File: src/rtl/upg_pkg.sv
package upg_pkg;
  localparam int DATA_W  = 39;
  localparam int SEL_W   = 2;
  localparam int SR_W    = DATA_W + SEL_W;
  localparam int MSM_W   = 4;
  localparam int STAT_W  = 32;
  localparam int MSM_LSB = 30;
  localparam int WDE_BIT = 29;
  localparam int IMG_BIT = 13;
  localparam int OVR_BIT = 12;

  typedef enum logic [SEL_W-1:0] {
    SRC_CUR   = 2'b00,
    SRC_PREV1 = 2'b01,
    SRC_PREV2 = 2'b10,
    SRC_CTRL  = 2'b11
  } cap_src_e;

  typedef enum logic [1:0] {
    OP_UPDATE  = 2'd0,
    OP_CAPTURE = 2'd1,
    OP_SHIFT   = 2'd2
  } port_op_e;
endpackage

File: src/rtl/upg_op_dec.sv
module upg_op_dec
  import upg_pkg::*;
(
  input  logic     shift_nld_i,
  input  logic     capt_nupd_i,
  output port_op_e op_o
);
  always_comb begin
    if (shift_nld_i)      op_o = OP_SHIFT;
    else if (capt_nupd_i) op_o = OP_CAPTURE;
    else                  op_o = OP_UPDATE;
  end
endmodule

File: src/rtl/upg_cap_mux.sv
module upg_cap_mux
  import upg_pkg::*;
#(
  parameter int DW  = DATA_W,
  parameter int MW  = MSM_W,
  parameter int SW  = STAT_W,
  parameter int MLSB = MSM_LSB,
  parameter int WBIT = WDE_BIT
) (
  input  cap_src_e        src_i,
  input  logic [MW-1:0]   msm_i,
  input  logic            wde_i,
  input  logic [SW-1:0]   prev1_i,
  input  logic [SW-1:0]   prev2_i,
  input  logic [DW-1:0]   ctrl_i,
  output logic [DW-1:0]   word_o
);
  logic [DW-1:0] cur_w, p1_w, p2_w;

  always_comb begin
    cur_w = '0;
    cur_w[MLSB +: MW] = msm_i;
    cur_w[WBIT]       = wde_i;
  end

  // zero-extend or truncate previous-state words to the data field
  generate
    if (SW < DW) begin : g_ext
      assign p1_w = {{(DW-SW){1'b0}}, prev1_i};
      assign p2_w = {{(DW-SW){1'b0}}, prev2_i};
    end else begin : g_trunc
      assign p1_w = prev1_i[DW-1:0];
      assign p2_w = prev2_i[DW-1:0];
    end
  endgenerate

  always_comb begin
    unique case (src_i)
      SRC_CUR:   word_o = cur_w;
      SRC_PREV1: word_o = p1_w;
      SRC_PREV2: word_o = p2_w;
      default:   word_o = ctrl_i;
    endcase
  end
endmodule

File: src/rtl/upg_shift_reg.sv
module upg_shift_reg
  import upg_pkg::*;
#(
  parameter int DW = DATA_W,
  parameter int SL = SEL_W
) (
  input  logic              clk_i,
  input  logic              rst_ni,
  input  port_op_e          op_i,
  input  logic              ser_i,
  input  logic [DW-1:0]     cap_word_i,
  output logic [DW+SL-1:0]  sr_o
);
  localparam int TW = DW + SL;
  logic [TW-1:0] sr_q;

  always_ff @(posedge clk_i or negedge rst_ni) begin
    if (!rst_ni) begin
      sr_q <= '0;
    end else begin
      unique case (op_i)
        OP_SHIFT: begin
          // selector snoops the serial stream; data field shifts toward bit 0
          sr_q[TW-1:DW]   <= {ser_i, sr_q[TW-1 -: SL-1]};
          sr_q[DW-1:0]    <= {ser_i, sr_q[DW-1:1]};
        end
        OP_CAPTURE: sr_q[DW-1:0] <= cap_word_i;
        default: ;
      endcase
    end
  end

  assign sr_o = sr_q;
endmodule

File: src/rtl/upg_ctrl_reg.sv
module upg_ctrl_reg
  import upg_pkg::*;
#(
  parameter int DW   = DATA_W,
  parameter int IBIT = IMG_BIT,
  parameter int OBIT = OVR_BIT
) (
  input  logic          clk_i,
  input  logic          rst_ni,
  input  port_op_e      op_i,
  input  logic [DW-1:0] data_i,
  input  logic          sel_pin_i,
  output logic [DW-1:0] ctrl_o,
  output logic          img_sel_o
);
  localparam logic [DW-1:0] ONE       = {{(DW-1){1'b0}}, 1'b1};
  localparam logic [DW-1:0] KEEP_MASK = (ONE << IBIT) | (ONE << OBIT);

  logic [DW-1:0] ctrl_q;

  always_ff @(posedge clk_i or negedge rst_ni) begin
    if (!rst_ni)               ctrl_q <= '0;
    else if (op_i == OP_UPDATE) ctrl_q <= data_i & KEEP_MASK;
  end

  assign ctrl_o    = ctrl_q;
  assign img_sel_o = ctrl_q[OBIT] ? ctrl_q[IBIT] : sel_pin_i;
endmodule

File: src/rtl/upg_ser_port.sv
module upg_ser_port
  import upg_pkg::*;
(
  input  logic              clk_i,
  input  logic              rst_ni,
  input  logic              ser_i,
  input  logic              shift_nld_i,
  input  logic              capt_nupd_i,
  input  logic [MSM_W-1:0]  msm_state_i,
  input  logic              wdog_en_i,
  input  logic [STAT_W-1:0] prev1_i,
  input  logic [STAT_W-1:0] prev2_i,
  input  logic              sel_pin_i,
  output logic              ser_o,
  output logic              img_sel_o
);
  port_op_e          op_w;
  logic [SR_W-1:0]   sr_w;
  logic [DATA_W-1:0] ctrl_w;
  logic [DATA_W-1:0] cap_w;
  cap_src_e          src_w;

  upg_op_dec u_dec (
    .shift_nld_i (shift_nld_i),
    .capt_nupd_i (capt_nupd_i),
    .op_o        (op_w)
  );

  assign src_w = cap_src_e'(sr_w[SR_W-1:DATA_W]);

  upg_cap_mux u_mux (
    .src_i   (src_w),
    .msm_i   (msm_state_i),
    .wde_i   (wdog_en_i),
    .prev1_i (prev1_i),
    .prev2_i (prev2_i),
    .ctrl_i  (ctrl_w),
    .word_o  (cap_w)
  );

  upg_shift_reg u_sr (
    .clk_i      (clk_i),
    .rst_ni     (rst_ni),
    .op_i       (op_w),
    .ser_i      (ser_i),
    .cap_word_i (cap_w),
    .sr_o       (sr_w)
  );

  upg_ctrl_reg u_ctrl (
    .clk_i     (clk_i),
    .rst_ni    (rst_ni),
    .op_i      (op_w),
    .data_i    (sr_w[DATA_W-1:0]),
    .sel_pin_i (sel_pin_i),
    .ctrl_o    (ctrl_w),
    .img_sel_o (img_sel_o)
  );

  assign ser_o = sr_w[0];
endmodule

File: config.mk
export PLATFORM = sky130hd
export DESIGN_NAME = upg_ser_port
export DESIGN_NICKNAME = d
export VERILOG_FILES = /design/src/rtl/upg_pkg.sv /design/src/rtl/upg_op_dec.sv /design/src/rtl/upg_cap_mux.sv /design/src/rtl/upg_shift_reg.sv /design/src/rtl/upg_ctrl_reg.sv /design/src/rtl/upg_ser_port.sv
export SDC_FILE = /design/constraint.sdc
export NUM_CORES = 1
export LEC_CHECK = 0
export CAP_MARGIN = 10
export CORE_ASPECT_RATIO = 1.25
export CORE_MARGIN = 3
export CORE_UTILIZATION = 46
export CTS_CLUSTER_DIAMETER = 50
export DETAILED_ROUTE_END_ITERATION = 10
export PLACE_DENSITY = 0.82
export RECOVER_POWER = 50
export SLEW_MARGIN = 0
export SYNTH_ARGS = -nofsm -noshare
export SYNTH_HDL_FRONTEND = slang
export SYNTH_SLANG_ARGS = --single-unit
export TNS_END_PERCENT = 50
File: constraint.sdc
create_clock -name clk_i -period 1.72 [get_ports clk_i]
set_input_delay 0.258 -clock clk_i [delete_from_list [all_inputs] [get_ports clk_i]]
set_output_delay 0.258 -clock clk_i [all_outputs]
set_load 0.01 [all_outputs]
; ---- After elaboration in Yosys (flattened, before gate mapping)
; Index checks and enable logic that the tools add are counted.
[word_totals]
word_cells = 15
out_inout_bits = 2
ff_bits = 43
[op_classes]
n_reduce_logical = 3
mux = 5
n_eq_ne = 4
[op_table]
columns = cell, count
row1 = $pmux W34 S3, 1
row2 = $pmux W39 S2, 1
row3 = $eq A2 B1 Y1 const B, 2
row4 = $eq A2 B2 Y1 const B, 2
row5 = $logic_not A2 Y1, 2
row6 = $mux W1, 2
row7 = $mux W2, 1
row8 = $reduce_bool A2 Y1, 1

; ---- Longest topological paths before layout
; Gate-level depths: netlist (run 1).
[depth]
word_depth = 4
depth_mapped = 6

; ---- By module
; Synthesis (run 1) repeated with hierarchy kept, for this count alone.
[unflattened]
cells_unflattened = 306
hier_area_um2 = 3113.0
[modules_own_cells]
columns = mod, area_per_inst_um2, instances, seq_area_each_um2, cells_each
row1 = upg_shift_reg, 1930.6, 1, 1026.0, 178
row2 = upg_cap_mux, 789.5, 1, 0.0, 82
row3 = upg_ctrl_reg, 371.6, 1, 50.0, 44
row4 = upg_op_dec, 21.3, 1, 0.0, 2

; ---- Worst setup path after synthesis (run 1)
; OpenSTA, ideal clock, no wires.
[synth_path]
path_type = reg-to-reg
start = reg u_sr.sr_q[39] (netlist: u_sr.sr_o[39])
end = reg u_sr.sr_q[18] (netlist: u_sr.sr_o[18])
period_less_slack_ns = 1.245
path_stages_with_launch = 7
arrival_ns = 1.113
setup_slack_ns = 0.475
t_required_ns = 1.588
path_cell_list = dfrtp_1 > buf_4 > nor2b_4 > buf_6 > buf_6 > a22oi_1 > o21ai_1
[synth_between]
elab_chain_cells = 3
elab_cells_between_ends = 5
[synth_rtl]
columns = element, line
row1 = start: declaration, upg_shift_reg.sv:15  ; logic [TW-1:0] sr_q;
row2 = start signal: indexed assignment, upg_shift_reg.sv:24  ; sr_q[TW-1:DW] <= {ser_i, sr_q[TW-1 -: SL-1]};
row3 = start signal: indexed assignment, upg_shift_reg.sv:25  ; sr_q[DW-1:0] <= {ser_i, sr_q[DW-1:1]};
row4 = start signal: indexed assignment, upg_shift_reg.sv:27  ; OP_CAPTURE: sr_q[DW-1:0] <= cap_word_i;
row5 = $eq A2 B2 Y1 (tied with other cells), upg_cap_mux.sv:38  ; unique case (src_i)
row6 = $pmux W34 S3 (*), upg_cap_mux.sv:38
row7 = $pmux W39 S2 (*), upg_shift_reg.sv:21  ; unique case (op_i)
; Every way passes the cells marked *; elsewhere a longest branch is shown, timed or not.
; A chain may end at the register's enable or synchronous reset.

; ---- Worst setup path after layout (run 1)
[layout_path]
start = reg u_ctrl.ctrl_q[12] (netlist: u_ctrl.ctrl_o[12])
end = out img_sel_o
[layout_between]
elab_chain_cells = 1
[layout_rtl]
columns = element, line
row1 = start: declaration, upg_ctrl_reg.sv:19  ; logic [DW-1:0] ctrl_q;
row2 = start signal: assignment, upg_ctrl_reg.sv:23  ; else if (op_i == OP_UPDATE) ctrl_q <= data_i & KEEP_MASK;
row3 = $mux W1, upg_ctrl_reg.sv:27  ; assign img_sel_o = ctrl_q[OBIT] ? ctrl_q[IBIT] : sel_pin_i;
row4 = end: declaration, upg_ser_port.sv:15  ; output logic img_sel_o
; No other way between the ends.

==> run summary, run 1 <==
status: finished, final reports clean
CTS Root Buffer Type: clkbuf_8
H-tree levels: 2
synth-to-layout area growth: 40.2%
initial antenna violation count: 0
WP buf/inv: 1
Max VDD drop: 0.469 mV
# IOs: 77
CP required: 1.46 ns
gp weighted congestion: 0.760
unrepaired setup endpoints after global routing: false
first-pass GRT wire length: 8510 µm
Post-Place Setup Slack: 0.0707 ns
largest family of logic cells by synthesized area: compound AO/OA/AOI/OAI gates
clock-pin slew on the worst setup and hold paths: 0.08 ns
Fill cells: 407
Final Hold Viols: 0
CP peak stage delay: 0.37 ns
Initial Util: 47.8%
Core ar.: 0.00476 mm²
Die Wd: 69.0 µm
Synth Area in Compound Gates: 26.1%
Setup crit start kind: flop
antenna viol nets, final: 0
mux cell area share after synthesis: 4.45%
worst-path cell chain: mux2_2 -> dlygate4sd2_1
aggregate global-route resource usage: 18.9%
number of flops mapped to enable cells by yosys: 0
layout cells sized above 1: 12.1%
static leakage: 1.24 nW
total power: 0.00252 W
Most used DFF post-synth: dfrtp_1
clock sinks: 43
via count: 1968
critical path class: flop to output pin
Adder-Cell Fraction of Synth Area: 0%
Max Root-Sink Buffers: 2
Final min period: 1.53 ns
fin cells: 357
PortBufs: 76
vias in the first global route: 1882
worst-margin pin slew: 1.19 ns
mean post-synth cell area: 10.3 µm²
Detailed Route WL: 5190 µm
Yosys warnings: 0
placed cells: 349
Nets: 372
CP Max Fanout: 3
sequential element share of the synthesized area: 47.2%
post-synthesis cell count: 221
Rows: 28
number of CTS-inserted buffers: 5
slew margin rel.: 20.6%
number of synthesized register bits: 43
GRT Residual Overflow: 0
Initial DRC Count: 103
synthesized area: 0.00228 mm²
power per cell area: 790 mW/mm²
final cell utilization of the core: 67.0%
Vias/cell: 5.51
Tcrit/Tclk final: 89.0%
n_diodes: 0
Synth Area in Simple Gates: 16.5%
Die H: 84.7 µm
Synth Net Count: 296
CTS tree: done
Synth Area in XOR/XNOR: 0%
crit path DAT: 1.27 ns
Hold/Removal Path Class: input pin to flop
Slew Viols, Final: 0
Max Freq: 654 MHz
ys async rst share: 100%
drt drc: 0
maxcap violations: 0
Fin Clk Skew: 0.0100 ns
Worst-Skew Late Latency: 0.29 ns
WL/cell: 14.5 µm
final worst setup slack: 0.190 ns
Initial DRT Pass Iterations: 4
final setup violation count: 0
Top delay family on crit path: flip-flops
sum of negative setup slack: 0 ns
slowest cell on the critical path: dfrtp_1
Distinct cells, synth: 26
full die area: 0.00584 mm²
largest net degree at the start of global routing: 31
DP HPWL: 3970 µm
element type at the critical path end: output pin
## final cells by class
type	count	area, µm²	share of cell area, %
sequential	43	1080	33.7
multi-input combinational	155	1070	33.5
timing repair buffer	91	881	27.6
clock buffer	6	82.6	2.59
tap	60	75.1	2.35
clock inverter	1	5.00	0.157
inverter	1	3.75	0.118
## kinds of logic (layout without fill, tap and decap cells)
family,count (synthesis),after routing
simple gates,53,53
mux,9,9
buf+inv,23,99
compound gates,93,93
flops,43,43
## sequential cells by signal (all words and copies together) (netlist names)
register and cells:
u_ctrl.ctrl_o 2, u_sr.sr_o 41
## repair_timing
action / in CTS / in global routing
hold endpoints to repair: 20 / 0
gates resized for setup: 1 / 0
hold buffers: 1 / 0
setup buffers: 0 / 0
setup endpoints to repair: 1 / 0
## per-layer routing
metal / part of all wire (%) / vias to the layer above / GRT usage, %
met5: 0 / - / 0
met4: 1.6 / 0 / 6.74
met3: 6.2 / 6 / 3.75
met2: 50 / 61 / 30.2
met1: 42 / 913 / 25.2
li1: - / 988 / -
## stage by stage
stage          hold slack (ns)  cell area, µm²
2_1_floorplan          -0.0376            2280
3_3_place_gp             0.236            3110
3_5_place_dp             0.248            3110
4_1_cts                  0.368            3200
5_1_grt                  0.420            3190
6_report                 0.375            3190
## cell usage after synthesis (all sizes together) (3+ instances only)
| cell | n | area share (%) |
|---|---|---|
| mux2 | 9 | 4.4 |
| a22o | 3 | 1.2 |
| dfrtp | 43 | 47 |
| a221oi | 5 | 2.7 |
| nor2b | 7 | 2.6 |
| nand2 | 4 | 0.66 |
| clkbuf | 4 | 0.66 |
| buf | 18 | 4.9 |
| a21oi | 26 | 5.7 |
| nor3 | 11 | 3.1 |
| o21ai | 29 | 6.4 |
| nor3b | 28 | 9.2 |
| a22oi | 28 | 9.2 |
## path summary, 6_finish.rpt
kind / to / depth (start not counted) / slack (ns) / startpoint
worst max-delay path: img_sel_o / 2 / 0.19 / u_ctrl.ctrl_o[12]
worst min-delay path: u_sr.sr_o[38] / 3 / 0.37 / shift_nld_i
worst max register to register: u_sr.sr_o[7] / 4 / 0.24 / u_sr.sr_o[39]
worst min register to register: u_sr.sr_o[4] / 2 / 0.48 / u_sr.sr_o[5]
max in group asynchronous: u_sr.sr_o[24] / 3 / 0.27 / rst_ni
min in group asynchronous: u_sr.sr_o[11] / 2 / 0.74 / rst_ni
## worst register-to-register path: stages (launching register included)
cell     delay (ns)
dfrtp_1        0.57
nor2b_4        0.28
buf_4          0.26
a22oi_1        0.13
o21ai_1        0.16
## cells in the final DEF (no fill, tap or decap), drive strengths merged, types with 9 or more instances in the layout
master / n
clkdlybuf4s50: 73
dfrtp: 43
o21ai: 29
a22oi: 28
nor3b: 28
a21oi: 26
buf: 13
nor3: 11
mux2: 9
clkbuf: 9
## report_power, final
part	internal, W	total [W]	switching (W)	leakage [nW]
clock	0.000315	0.000633	0.000318	0.0470
combinational	0.000384	0.000652	0.000269	0.639
sequential	0.00115	0.00124	0.0000842	0.553
total	0.00185	0.00252	0.000671	1.24
Note: power is estimated with default switching activity, not from simulation.
==> inputs of run 2 (changes only) <==
--- a/config.mk
+++ b/config.mk
@@ -5,13 +5,14 @@
 export SDC_FILE = /design/constraint.sdc
 export NUM_CORES = 1
 export LEC_CHECK = 0
+export ABC_AREA = 1
 export CAP_MARGIN = 10
 export CORE_ASPECT_RATIO = 1.25
 export CORE_MARGIN = 3
-export CORE_UTILIZATION = 46
+export CORE_UTILIZATION = 45
 export CTS_CLUSTER_DIAMETER = 50
 export DETAILED_ROUTE_END_ITERATION = 10
-export PLACE_DENSITY = 0.82
+export PLACE_DENSITY = 0.81
 export RECOVER_POWER = 50
 export SLEW_MARGIN = 0
 export SYNTH_ARGS = -nofsm -noshare
==> run 2 against run 1 <==
  * Fmax is 4.9% higher
  * Wire length is 9.5% higher
  * Clock power is 17% higher
  * Combinational power is 8.0% lower
  * Core utilization is 0.053 points lower
  * Critical endpoint unchanged
  * Global-route usage is 2.4 points higher
  * Critical path depth is 2 higher
  * Critical path type unchanged
  * Total power is 2.3% higher
  * Via count is 14% higher
  * Sequential share of layout area hardly changed
==> run summary, run 2 <==
Tcrit/Tclk final: 84.8% (-4.2 points)
R2R Path Start: u_sr.sr_o[40]
synthesized area: 0.00223 mm² (-2.0%)
number of synthesized register bits: 43 (unchanged)
WL/cell: 13.0 µm (-10%)
Post-CTS Setup Bufs: 0 (unchanged)
Setup crit start kind: flop
largest net degree at the start of global routing: 31 (unchanged)
aggregate global-route resource usage: 21.3% (+2.4 points)
reg2reg setup slack: 0.26 ns (+0.02 ns)
number of flops mapped to enable cells by yosys: 0 (unchanged)
WHS: 0.494 ns (+0.120 ns)
final setup violation count: 0 (unchanged)
static leakage: 1.59 nW (+28%)
slowest cell on the critical path: dfrtp_1
CP startpoint: u_ctrl.ctrl_o[12]
Max VDD drop: 0.746 mV (+59%)
CP Max Fanout: 3 (unchanged)
top cells by area, synth: dfrtp_1, nand2_1, a22oi_1
first-pass GRT wire length: 9690 µm (+14%)
synth cell count leaders: nand2_1, dfrtp_1, a22oi_1, nand3_1
GRT Residual Overflow: 0 (unchanged)
Core ar.: 0.00476 mm² (unchanged)
H-tree levels: 2 (unchanged)
sum of negative setup slack: 0 ns (unchanged)
layout cells sized above 1: 5.85% (-6.3 points)
antenna viol nets, final: 0 (unchanged)
Initial DRT Pass Iterations: 4 (unchanged)
most frequent cells in the layout: nand2_1, clkdlybuf4s50_1, dfrtp_1
ys async rst share: 100% (unchanged)
n_diodes: 0 (unchanged)
# IOs: 77 (unchanged)
power per cell area: 808 mW/mm² (+2.3%)
Detailed Route WL: 5680 µm (+9.5%)
Nets: 451 (+21%)
CTS tree: done
Vias/cell: 5.15 (-6.6%)
most frequent cell after synthesis: nand2_1
CP peak stage delay: 0.39 ns (+0.02 ns)
worst-path cell chain: inv_1 -> nand2_1 -> o21ai_0 -> dlygate4sd2_1
Most used DFF post-synth: dfrtp_1
clock-pin slew on the worst setup and hold paths: 0.07 ns (about the same)
gp weighted congestion: 0.790 (+3.9%)
drt drc: 0 (unchanged)
mean post-synth cell area: 7.47 µm² (-28%)
full die area: 0.00585 mm² (+0.14%)
total power: 0.00258 W (+2.3%)
Final Hold Viols: 0 (unchanged)
Fin Clk Skew: 0.00408 ns (-0.00595 ns)
maxcap violations: 0 (unchanged)
crit path DAT: 1.20 ns (-0.07 ns)
Worst-Skew Late Latency: 0.29 ns (about the same)
Post-Place Setup Slack: 0.0406 ns (-0.0301 ns)
PortBufs: 76 (unchanged)
Synth Net Count: 374 (+26%)
synth-to-layout area growth: 43.0%
Top delay family on crit path: buffers and inverters
slew margin rel.: 62.1% (+41 points)
Max Freq: 686 MHz (+4.9%)
critical path class: flop to output pin
Initial DRC Count: 108 (+4.9%)
element type at the critical path end: output pin
Max Root-Sink Buffers: 2 (unchanged)
status: finished, final reports clean
Synth area leader: dfrtp_1
Initial Util: 46.8% (-0.97 points)
Die H: 84.7 µm (about the same)
initial antenna violation count: 0 (unchanged)
Rows: 28 (unchanged)
sequential element share of the synthesized area: 48.2% (+0.98 points)
post-synth top area share: 48.2% (+0.98 points)
CTS Root Buffer Type: clkbuf_8
worst-margin pin slew: 0.568 ns (-0.622 ns)
via count: 2244 (+14%)
clock sinks: 43 (unchanged)
leading cell type in the layout, fill and taps excluded: nand2_1
unrepaired setup endpoints after global routing: false
Die Wd: 69.0 µm (about the same)
final worst setup slack: 0.262 ns (+0.0721 ns)
Slew Viols, Final: 0 (unchanged)
number of CTS-inserted buffers: 5 (unchanged)
post-synthesis cell count: 299 (+35%)
Largest register FFs: 41 (unchanged)
Final min period: 1.46 ns (-0.0721 ns)
final cell utilization of the core: 67.0% (about the same)
Worst path depth: 4 (+2)
Yosys warnings: 0 (unchanged)
WP buf/inv: 2 (+1)
CP required: 1.46 ns (about the same)
Distinct cells, synth: 15 (-42%)
vias in the first global route: 2197 (+17%)
DP HPWL: 4250 µm (+7.0%)
Hold/Removal Path Class: input pin to asynchronous set/reset pin
Reg2Reg Depth: 7 (+3)
-- run 2: metrics by stage --
stage,instances,area (µm²)
after floorplan,299,2230
after global placement,428,3100
after detailed placement,428,3100
after CTS,436,3210
after global routing,436,3190
final,436,3190
-- run 2: worst paths after layout --
check                           endpoint
max reg2reg                u_sr.sr_o[13]
min                        u_sr.sr_o[40]
max                            img_sel_o
min in group clk_i         u_sr.sr_o[12]
max in group asynchronous  u_sr.sr_o[10]
min reg2reg                u_sr.sr_o[12]
-- run 2: what timing repair did --
action,in CTS,in global routing
hold buffers,1,0
endpoints found under the hold margin,22,0
resized for setup,1,0
endpoints found under the setup margin,1,0
-- run 2: logic make-up (layout without fill, tap and decap cells) --
| group | Yosys count | after routing | synth area share (%) |
|---|---|---|---|
| buffers and inverters | 29 | 106 | 6.28 |
| flip-flops | 43 | 43 | 48.2 |
| AO/OA/AOI/OAI | 43 | 43 | 13.2 |
| AND/OR/NAND/NOR | 184 | 184 | 32.3 |
-- run 2: worst reg2reg max path: cells and delay by family, from the launching register on --
| kind | cells | cell delay [ns] |
|---|---|---|
| and+or+nand+nor | 4 | 0.49 |
| AOI/OAI and AO/OA | 1 | 0.08 |
| DFF | 1 | 0.52 |
| buffers and inverters | 2 | 0.31 |
-- run 2: where the power goes --
| part | switching (W) | leakage (nW) | internal, W | total, W |
|---|---|---|---|---|
| sequential | 0.0000906 | 0.561 | 0.00115 | 0.00124 |
| combinational | 0.000282 | 0.976 | 0.000317 | 0.000600 |
| clock | 0.000317 | 0.0513 | 0.000425 | 0.000743 |
| total | 0.000690 | 1.59 | 0.00189 | 0.00258 |
-- run 2: final cells by class --
cell class,count,area [µm²]
inverter,12,45.0
fill,429,1570
sequential,43,1080
clock buffer,6,72.6
multi-input combinational,227,1020
clock inverter,1,30.0
timing repair buffer,87,875
tap,60,75.1
-- run 2: layer usage --
metal | up-vias | global-route usage (%) | part of all wire [%]
met3 | 11 | 4.28 | 5.4
met1 | 1051 | 27.3 | 40
met5 | - | 0 | 0
li1 | 1113 | - | -
met4 | 0 | 6.91 | 1.7
met2 | 69 | 35.4 | 53
